**src/rtl/cms_pkg.sv**
```systemverilog
package cms_pkg;
    typedef enum logic [2:0] {
        ST_IDLE     = 3'd0,
        ST_RUN      = 3'd1,
        ST_IF_RETRY = 3'd2,
        ST_IF_WAIT  = 3'd3,
        ST_XLAT     = 3'd4,
        ST_DM_RETRY = 3'd5,
        ST_DM_WAIT  = 3'd6,
        ST_OFF      = 3'd7
    } cms_state_e;
endpackage

```
**src/rtl/cms_start_tmr.sv**
```systemverilog
module cms_start_tmr #(
    parameter int DLY_W = 8
) (
    input  logic             clk,
    input  logic             rst_n,
    input  logic             load_i,
    input  logic [DLY_W-1:0] value_i,
    input  logic             count_i,
    output logic             expired_o
);
    logic [DLY_W-1:0] cnt_q;

    always_ff @(posedge clk) begin
        if (!rst_n)
            cnt_q <= '0;
        else if (load_i)
            cnt_q <= value_i;
        else if (count_i && cnt_q != '0)
            cnt_q <= cnt_q - 1'b1;
    end

    assign expired_o = (cnt_q == '0);

    AST_TMR_STEP: assert property (@(posedge clk) disable iff (!rst_n)
        (!load_i && count_i && !expired_o) |=> (cnt_q == $past(cnt_q) - 1'b1));
endmodule

```
**src/rtl/cms_cycle_ctr.sv**
```systemverilog
module cms_cycle_ctr #(
    parameter int CYC_W = 32
) (
    input  logic             clk,
    input  logic             rst_n,
    input  logic             en_i,
    output logic [CYC_W-1:0] count_o
);
    always_ff @(posedge clk) begin
        if (!rst_n)
            count_o <= '0;
        else if (en_i)
            count_o <= count_o + 1'b1;
    end

    AST_CYC_STEP: assert property (@(posedge clk) disable iff (!rst_n)
        en_i |=> (count_o == $past(count_o) + 1'b1));
    AST_CYC_HOLD: assert property (@(posedge clk) disable iff (!rst_n)
        !en_i |=> $stable(count_o));
endmodule

```
**src/rtl/core_mem_seq.sv**
```systemverilog
module core_mem_seq
    import cms_pkg::*;
#(
    parameter int DLY_W = 8,
    parameter int CYC_W = 32
) (
    input  logic             clk,
    input  logic             rst_n,
    input  logic             activate_i,
    input  logic [DLY_W-1:0] act_delay_i,
    input  logic             suspend_i,
    input  logic             switch_out_i,
    input  logic             switch_in_i,
    input  logic             drain_req_i,
    input  logic             resume_i,
    output logic             drain_done_o,
    output logic             if_req_o,
    input  logic             if_accept_i,
    input  logic             if_retry_i,
    input  logic             if_rsp_i,
    input  logic             if_nack_i,
    input  logic             if_is_mem_i,
    input  logic             xlat_done_i,
    input  logic             xlat_fault_i,
    output logic             dm_req_o,
    input  logic             dm_accept_i,
    input  logic             dm_retry_i,
    input  logic             dm_rsp_i,
    input  logic             dm_nack_i,
    output logic [2:0]       status_o,
    output logic             inst_done_o,
    output logic             fault_o,
    output logic             proto_err_o,
    output logic [CYC_W-1:0] cycles_o
);
    localparam int ST_W = $bits(cms_state_e);

    cms_state_e st_q, st_d;
    logic drained_q, drained_d, draining_q, draining_d;
    logic if_rsp_q, ismem_q, dm_rsp_q;
    logic inst_d, flt_d, ddone_d, perr_d;
    logic tmr_expired, start_ok, go, quiet, drain_pend, fin;

    // Activation is honoured only from Idle, and loses to switch-out and suspend
    assign start_ok = (st_q == ST_IDLE) && activate_i && !switch_out_i && !suspend_i;

    cms_start_tmr #(.DLY_W(DLY_W)) u_tmr (
        .clk       (clk),
        .rst_n     (rst_n),
        .load_i    (start_ok),
        .value_i   (act_delay_i),
        .count_i   (st_q == ST_RUN),
        .expired_o (tmr_expired)
    );

    cms_cycle_ctr #(.CYC_W(CYC_W)) u_cyc (
        .clk     (clk),
        .rst_n   (rst_n),
        .en_i    (st_q != ST_OFF),
        .count_o (cycles_o)
    );

    // Output process: request strobes and status
    always_comb begin
        go       = tmr_expired && !drained_q && !drain_req_i && !suspend_i && !switch_out_i;
        if_req_o = ((st_q == ST_RUN) && go)
                 || ((st_q == ST_IF_RETRY) && if_retry_i)
                 || ((st_q == ST_IF_WAIT) && if_rsp_i && if_nack_i);
        dm_req_o = ((st_q == ST_XLAT) && xlat_done_i && !xlat_fault_i)
                 || ((st_q == ST_DM_RETRY) && dm_retry_i)
                 || ((st_q == ST_DM_WAIT) && dm_rsp_i && dm_nack_i);
        status_o = ST_W'(st_q);
    end

    // Next-state process
    always_comb begin
        st_d       = st_q;
        inst_d     = 1'b0;
        flt_d      = 1'b0;
        ddone_d    = 1'b0;
        fin        = 1'b0;
        drained_d  = resume_i ? 1'b0 : drained_q;
        draining_d = draining_q;
        perr_d     = (if_retry_i && st_q != ST_IF_RETRY) || (dm_retry_i && st_q != ST_DM_RETRY);
        quiet      = (st_q == ST_IDLE) || (st_q == ST_RUN) || (st_q == ST_OFF);
        drain_pend = draining_q || (drain_req_i && !quiet);

        if (drain_req_i) begin
            if (quiet) begin
                ddone_d   = 1'b1;
                drained_d = 1'b1;
            end else begin
                draining_d = 1'b1;
            end
        end

        unique case (st_q)
            ST_IDLE: begin
                if (switch_out_i)  st_d = ST_OFF;
                else if (start_ok) st_d = ST_RUN;
            end
            ST_RUN: begin
                if (switch_out_i)   st_d = ST_OFF;
                else if (suspend_i) st_d = ST_IDLE;
                else if (if_req_o)  st_d = if_accept_i ? ST_IF_WAIT : ST_IF_RETRY;
            end
            ST_IF_RETRY: begin
                if (if_retry_i && if_accept_i) st_d = ST_IF_WAIT;
            end
            ST_IF_WAIT: begin
                if (if_rsp_q) begin
                    fin = 1'b1;
                    if (drain_pend)   st_d = ST_RUN;
                    else if (ismem_q) st_d = ST_XLAT;
                    else begin
                        st_d   = ST_RUN;
                        inst_d = 1'b1;
                    end
                end else if (if_req_o && !if_accept_i) begin
                    st_d = ST_IF_RETRY;
                end
            end
            ST_XLAT: begin
                if (xlat_done_i) begin
                    if (xlat_fault_i) begin
                        st_d  = ST_RUN;
                        flt_d = 1'b1;
                        fin   = 1'b1;
                    end else begin
                        st_d = dm_accept_i ? ST_DM_WAIT : ST_DM_RETRY;
                    end
                end
            end
            ST_DM_RETRY: begin
                if (dm_retry_i && dm_accept_i) st_d = ST_DM_WAIT;
            end
            ST_DM_WAIT: begin
                if (dm_rsp_q) begin
                    st_d   = ST_RUN;
                    inst_d = 1'b1;
                    fin    = 1'b1;
                end else if (dm_req_o && !dm_accept_i) begin
                    st_d = ST_DM_RETRY;
                end
            end
            ST_OFF: begin
                if (switch_in_i) st_d = ST_IDLE;
            end
        endcase

        if (fin && drain_pend) begin
            ddone_d    = 1'b1;
            drained_d  = 1'b1;
            draining_d = 1'b0;
        end
    end

    // State register
    always_ff @(posedge clk) begin
        if (!rst_n) begin
            st_q         <= ST_IDLE;
            drained_q    <= 1'b0;
            draining_q   <= 1'b0;
            if_rsp_q     <= 1'b0;
            ismem_q      <= 1'b0;
            dm_rsp_q     <= 1'b0;
            inst_done_o  <= 1'b0;
            fault_o      <= 1'b0;
            drain_done_o <= 1'b0;
            proto_err_o  <= 1'b0;
        end else begin
            st_q         <= st_d;
            drained_q    <= drained_d;
            draining_q   <= draining_d;
            if_rsp_q     <= (st_q == ST_IF_WAIT) && if_rsp_i && !if_nack_i;
            ismem_q      <= if_is_mem_i;
            dm_rsp_q     <= (st_q == ST_DM_WAIT) && dm_rsp_i && !dm_nack_i;
            inst_done_o  <= inst_d;
            fault_o      <= flt_d;
            drain_done_o <= ddone_d;
            proto_err_o  <= perr_d;
        end
    end

    AST_IF_REFUSE: assert property (@(posedge clk) disable iff (!rst_n)
        (if_req_o && !if_accept_i) |=> (st_q == ST_IF_RETRY));
    AST_IF_HOLD: assert property (@(posedge clk) disable iff (!rst_n)
        (st_q == ST_IF_RETRY && !if_retry_i) |=> (st_q == ST_IF_RETRY));
    AST_DM_REFUSE: assert property (@(posedge clk) disable iff (!rst_n)
        (dm_req_o && !dm_accept_i) |=> (st_q == ST_DM_RETRY));
    AST_NACK_KEEP: assert property (@(posedge clk) disable iff (!rst_n)
        (st_q == ST_DM_WAIT && dm_rsp_i && dm_nack_i && dm_accept_i) |=> (st_q == ST_DM_WAIT));
    AST_PROTO_ERR: assert property (@(posedge clk) disable iff (!rst_n)
        (if_retry_i && st_q != ST_IF_RETRY) |=> proto_err_o);
    AST_FAULT_ADV: assert property (@(posedge clk) disable iff (!rst_n)
        (st_q == ST_XLAT && xlat_done_i && xlat_fault_i) |=> (fault_o && st_q == ST_RUN && !inst_done_o));
    AST_DM_LAND: assert property (@(posedge clk) disable iff (!rst_n)
        (st_q == ST_DM_WAIT && dm_rsp_i && !dm_nack_i) |=> (st_q == ST_DM_WAIT && !inst_done_o));
    AST_DRAIN_NOW: assert property (@(posedge clk) disable iff (!rst_n)
        (drain_req_i && (st_q == ST_IDLE || st_q == ST_RUN || st_q == ST_OFF)) |=> drain_done_o);
    AST_DRAIN_QUIET: assert property (@(posedge clk) disable iff (!rst_n)
        drain_done_o |-> !if_req_o);
    AST_OFF_EXIT: assert property (@(posedge clk) disable iff (!rst_n)
        (st_q == ST_OFF && !switch_in_i) |=> (st_q == ST_OFF));
endmodule

```
**config.mk**
```make
export PLATFORM = sky130hd
export DESIGN_NAME = core_mem_seq
export DESIGN_NICKNAME = d
export VERILOG_FILES = /design/src/rtl/cms_pkg.sv /design/src/rtl/cms_start_tmr.sv /design/src/rtl/cms_cycle_ctr.sv /design/src/rtl/core_mem_seq.sv
export SDC_FILE = /design/constraint.sdc
export NUM_CORES = 1
export LEC_CHECK = 0
export BUFFER_PORTS_ARGS = -buffer_cell sky130_fd_sc_hd__buf_2
export CAP_MARGIN = 0
export CORE_ASPECT_RATIO = 2
export CORE_MARGIN = 3
export CORE_UTILIZATION = 57
export CTS_CLUSTER_SIZE = 40
export DETAILED_ROUTE_END_ITERATION = 8
export PLACE_DENSITY = 0.87
export SYNTH_ARGS = -nofsm -noshare
export SYNTH_HDL_FRONTEND = slang
export SYNTH_SLANG_ARGS = --single-unit
```
**constraint.sdc**
```tcl
create_clock -name clk -period 5.6 [get_ports clk]
set_input_delay 0.56 -clock clk [delete_from_list [all_inputs] [get_ports clk]]
set_output_delay 0.56 -clock clk [all_outputs]
set_load 0.01 [all_outputs]
```
After elaboration in Yosys (flattened, before gate mapping) --
Cells that the tools add are included.
Storage, ports and cells: flip-flop bits (word level) 52, bits in latches 0, RAM bits 0, ROM bits 0, logic and storage cells 124, memories kept 0
Operators by class: add/sub/neg operators 2, multiply operators 0, divide/modulo/power cells 0, $lt $le $gt $ge 0, equal/unequal tests 18, shift-type cells 0, mux-type cells 37, bitwise operators 2, reduce and logical (&&, ||, !) cells 53
Operator list (number):
- $mux W3 | 16
- $add A32 B1 Y32 const B | 1
- $logic_and A1 B1 Y1 | 27
- $pmux W3 S8 | 1
- $mux W8 | 2
- $mux W1 | 15
- $ne A3 B3 Y1 const B | 5
- $eq A3 B3 Y1 const B | 4
- $logic_not A1 Y1 | 10
- $logic_not A8 Y1 | 1
- $logic_or A1 B1 Y1 | 8
- $reduce_and A8 Y1 | 1
- $reduce_bool A8 Y1 | 1
- $sub A8 B1 Y8 const B | 1
- $eq A3 B2 Y1 const B | 2
- $ne A2 B1 Y1 const B | 2
- $ne A2 B2 Y1 const B | 2
- $ne A4 B4 Y1 const B | 1
- $reduce_and A2 Y1 | 2
- $eq A3 B1 Y1 const B | 1
- $logic_not A3 Y1 | 1
- $ne A3 B2 Y1 const B | 1
- $pmux W1 S3 | 1
- $mux W2 | 1
- other kinds (4) | 5

Longest topological paths before layout --
depth in word-level cells 12, gate-level depth with buffers 8, mapped depth without buffers 7

Cells and area by module --
From an unflattened synthesis, not the netlist that was laid out.
Unflattened totals: cells, all modules 345, area total of the unflattened synthesis 2921.6 um2
By module, submodules not included:
- cms_cycle_ctr | times used 1, cells each 176, area an instance 1562.7 um2, seq. area each 640.6 um2
- core_mem_seq | times used 1, cells each 111, area an instance 850.8 um2, seq. area each 240.2 um2
- cms_start_tmr | times used 1, cells each 58, area an instance 508.0 um2, seq. area each 160.2 um2

Worst setup path after synthesis --
No wires, ideal clock.
kind reg2reg, start register st_q[1], in the netlist status_o[1], end register u_cyc.count_o[17], setup time 0.115 ns, arrival 1.788 ns, path slack 3.697 ns, stages on the path, launching flop included 8, period minus slack after synthesis 1.903 ns, path through dfxtp_1 and3_1 buf_6 or4b_4 nor4_4 nand3_1 xnor2_1 and2_1
On the way: word-level cells in the longest chain between the ends 1
RTL lines:
- from (decl) | RTL line core_mem_seq.sv:38 | cms_state_e st_q, st_d;
- from (signal assigned) | RTL line core_mem_seq.sv:172 | st_q <= st_d;
- $ne A3 B3 Y1 | RTL line core_mem_seq.sv:59 | .en_i (st_q != ST_OFF),
- to (signal assigned) | RTL line cms_cycle_ctr.sv:13 | count_o <= count_o + 1'b1;
- to (decl) | RTL line cms_cycle_ctr.sv:7 | output logic [CYC_W-1:0] count_o
Every way passes these cells. A chain may end at the register's enable or synchronous reset.

Final worst setup path --
start register st_q[0], in the netlist status_o[0], end output if_req_o
On the way: word-level cells in the longest chain between the ends 4
RTL lines:
- $eq A3 B1 Y1 (tied with other cells) | RTL line core_mem_seq.sv:66 | if_req_o = ((st_q == ST_RUN) && go)
- $logic_and A1 B1 Y1, on equally long branches | RTL line core_mem_seq.sv:66, core_mem_seq.sv:67, core_mem_seq.sv:68
- $logic_or A1 B1 Y1 / $logic_and A1 B1 Y1 (equally long branches) | RTL line core_mem_seq.sv:67, core_mem_seq.sv:68
- $logic_or A1 B1 Y1 (*) | RTL line core_mem_seq.sv:68 | || ((st_q == ST_IF_WAIT) && if_rsp_i && if_nack_i);
- to (decl) | RTL line core_mem_seq.sv:17 | output logic if_req_o,
Every way passes the cells marked *; elsewhere a longest branch is shown, timed or not.

==> summary.md <==
| Metric | Value |
|---|---|
| Status | complete, no violations |
| Initial DRC Count | 70 |
| CTS tree | yes |
| Synthesized netlist cell count | approximately 320 |
| Commonest non-fill, non-tap cell in the layout | buf_2 |
| First-pass iteration count of the detailed router | 4 |
| Final Max Slew Viols | 0 |
| Clock network power share | 0.217 |
| Io pins | slightly below 70 |
| Row count | 35 |
| Post-synth EDFFs | 0 |
| HP Class | input pin to flip-flop |
| Register area share after synthesis | 0.3761 |
| Initial antenna violation count | 0 |
| Fin cells | 432 |
| Synthesized cell area | 2768 µm² |
| Fraction of layout instances using a drive strength above 1 | 0.2255 |
| Synthesis-stage register bit count | 52 |
| Final core utilization | 0.6898 |
| Slowest CP cell | dfxtp_1 |
| Largest net degree at the start of global routing | 55 |
| Via/cell ratio | 5.701 |
| Ys flop type | dfxtp_1 |
| Asr flop ratio synth | 0 |
| Placed insts | about 430 |
| Max Clk Rate | between 300 and 400 MHz |
| Antenna cells | 0 |
| Reg power frac | 0.447 |
| Hold buffers post-CTS | 0 |
| Total core area | 4642 µm² |
| Mean Syn Cell Area | 8.676 µm² |
| H-tree levels | 2 |
| Most frequent cells in the layout | 67 x buf_2, 52 x dfxtp_1, 35 x and2_1 |
| Slew HR | 0.4973 |
| Critical Path RT | 5.04 ns |
| Wirelength, routed | 6158 µm |
| Die Ht | 104.5 µm |
| Critical path class | flip-flop to primary output |
| CTS sink cnt | 52 |
| Hold Vio Cnt, Final | 0 |
| Pwr dens | 354.1 nW/µm² |
| Final min period | 2.502 ns |
| Total gr overflow | 0 |
| Yosys synthesis warning count | 0 |
| Worst skew pair latency | 0.30 ns |
| Internal power | 0.7294 mW |
| Clock transition at path regs | 0.08 ns |
| PnR worst setup slack | about 3.1 ns |
| Max stage delay on crit path | between 0.7 and 0.8 ns |
| Routability cong. | around 0.90 |
| Clock buffer count from CTS | 5 |
| Worst Tran Pin Value | 0.7541 ns |
| Leakage | 1.439 nW |
| Critical-path cell list | nand2b_1, nor4_1, a32o_1, buf_2 |
| RSZ-0062 raised after global routing | no |
| Total Routing Usage GR | 0.2102 |
| Cts repair resizes | 0 |
| WHS | around 0.43 ns |
| Switch Pwr | 0.4045 mW |
| CP arrival | 1.94 ns |
| FF-to-FF setup slack | roughly 3.3 ns |
| Clk buf depth | 2 |
| Startpoint class of the critical path | flip-flop |
| Worst setup path endpoint | if_req_o |
| # nets final | 408 |
| Crit. Startpoint | status_o[0]$_SDFFE_PN0P_ |
| Sw Ratio | 0.3567 |
| Port Buffers | 67 |
| Clock Skew | 0.005079 ns |
| Drt drc | 0 |
| HPWL after detailed placement | 4568 µm |
| Routed Antenna Nets | 0 |
| Net count after synthesis | 349 |
| Number of fill cells | 418 |
| Die area | 5778 µm² |
| Peak VDD IR | between 0.0002 and 0.0003 V |
| FF-to-FF path depth | 6 |
| # setup viols final | 0 |
| Vias post-DR | 2463 |
| First-pass GRT wire length | between 10000 and 15000 µm |
| Setup TNS | 0 ns |
| Root Driver | clkbuf_8 |
| Layout area overhead | 15.69% |
| Die Wd | 55.27 µm |
| Peak fanout along the critical path | 21 |
| Yosys cell types | 59 |
| Worst setup EP type | primary output |
| Max Cap Viol | 0 |
| Fin crit share | 0.4467 |
| Reg2reg start | status_o[1]$_SDFFE_PN0P_ |
| Initial core utilization | 0.5962 |
| DR WL/cell | 14.25 µm |
| Combinational power share | 0.336 |
| Reg2reg end | u_cyc.count_o[19]$_SDFFE_PN0P_ |
| Pre-CTS setup slack | 3.366 ns |
| Setup Fix Bufs, Post-CTS | 0 |
| Vias in the first global route | 2300 |
metrics by stage:
step | total power, mW | cell area [µm²]
final | 1.134 | 3202
after floorplan | 0.8062 | 2768
after CTS | 1.138 | 3202
after detailed placement | 0.8929 | 3103
after global placement | 0.8799 | 3103
after global routing | 1.212 | 3202
cells in the mapped netlist, types with 3 or more instances:
master     n  area [µm²]
nor2b_1    6       37.54
and3_1    12       75.07
buf_2      4       20.02
nand2_1   30       112.6
nor2_1    15       56.30
mux2i_1    3       30.03
clkbuf_1   9       33.78
nand3_1   12       60.06
nor3_1     6       30.03
nand4_1    7       43.79
xnor2_1   24       210.2
xor2_1    13       113.9
nand2b_1   3       18.77
o22ai_1    3       18.77
and2_1    35       219.0
ha_1       3       37.54
o21ai_0   13       65.06
a21oi_1   13       65.06
dfxtp_1   52        1041
inv_1      9       33.78
cell families after synthesis:
group,share of synthesized area
xor+xnor,0.1171
mux,0.01085
simple gates,0.3241
compound gates,0.1198
fa+ha+maj,0.01356
buf+inv,0.03842
flops,0.3761
cell type report:
type	count	area, µm²	area share
timing repair buffer	67	335.3	0.1047
inverter	10	37.54	0.01172
tap	55	68.82	0.02149
clock inverter	1	30.03	0.009379
sequential	52	1041	0.3251
multi-input combinational	242	1620	0.5061
clock buffer	5	68.82	0.02149
state kept, by name, summed over array words and instances (netlist names):
register,cells
if_rsp_q,1
u_cyc.count_o,32
inst_done_o,1
draining_q,1
status_o,3
drain_done_o,1
u_tmr.cnt_q,8
drained_q,1
dm_rsp_q,1
ismem_q,1
proto_err_o,1
fault_o,1
worst min-delay path by stage:
stage                           endpoint  depth (start not counted)                 start
floorplan           drained_q$_SDFF_PN0_                          2  drained_q$_SDFF_PN0_
global placement    drained_q$_SDFF_PN0_                          2  drained_q$_SDFF_PN0_
detailed placement  drained_q$_SDFF_PN0_                          2  drained_q$_SDFF_PN0_
CTS                  dm_rsp_q$_SDFF_PN0_                          2             dm_nack_i
global route         dm_rsp_q$_SDFF_PN0_                          2             dm_nack_i
finish               dm_rsp_q$_SDFF_PN0_                          2             dm_nack_i
critical path: cells and delay by family, from the launching register on:
family          cells  cell delay, ns
simple gates        2            0.53
compound gates      1            0.25
buf+inv             1            0.14
flops               1            0.73
layer usage:
layer / vias up / GRT usage / wire length (µm)
li1: 1217 / - / -
met1: 1159 / 0.2242 / 2307
met2: 74 / 0.3966 / 3434
met3: 13 / 0.03214 / 276
met4: 0 / 0.08522 / 138
met5: - / 0 / 0
power groups by stage:
stage	Combinational [mW]	Sequential [mW]	Clock [mW]
2_1_floorplan	0.331	0.475	0
3_3_place_gp	0.369	0.511	0
3_5_place_dp	0.379	0.514	0
4_1_cts	0.381	0.506	0.252
5_1_grt	0.427	0.516	0.268
6_report	0.381	0.507	0.246
No activity file was read; power rests on OpenSTA's default activity.
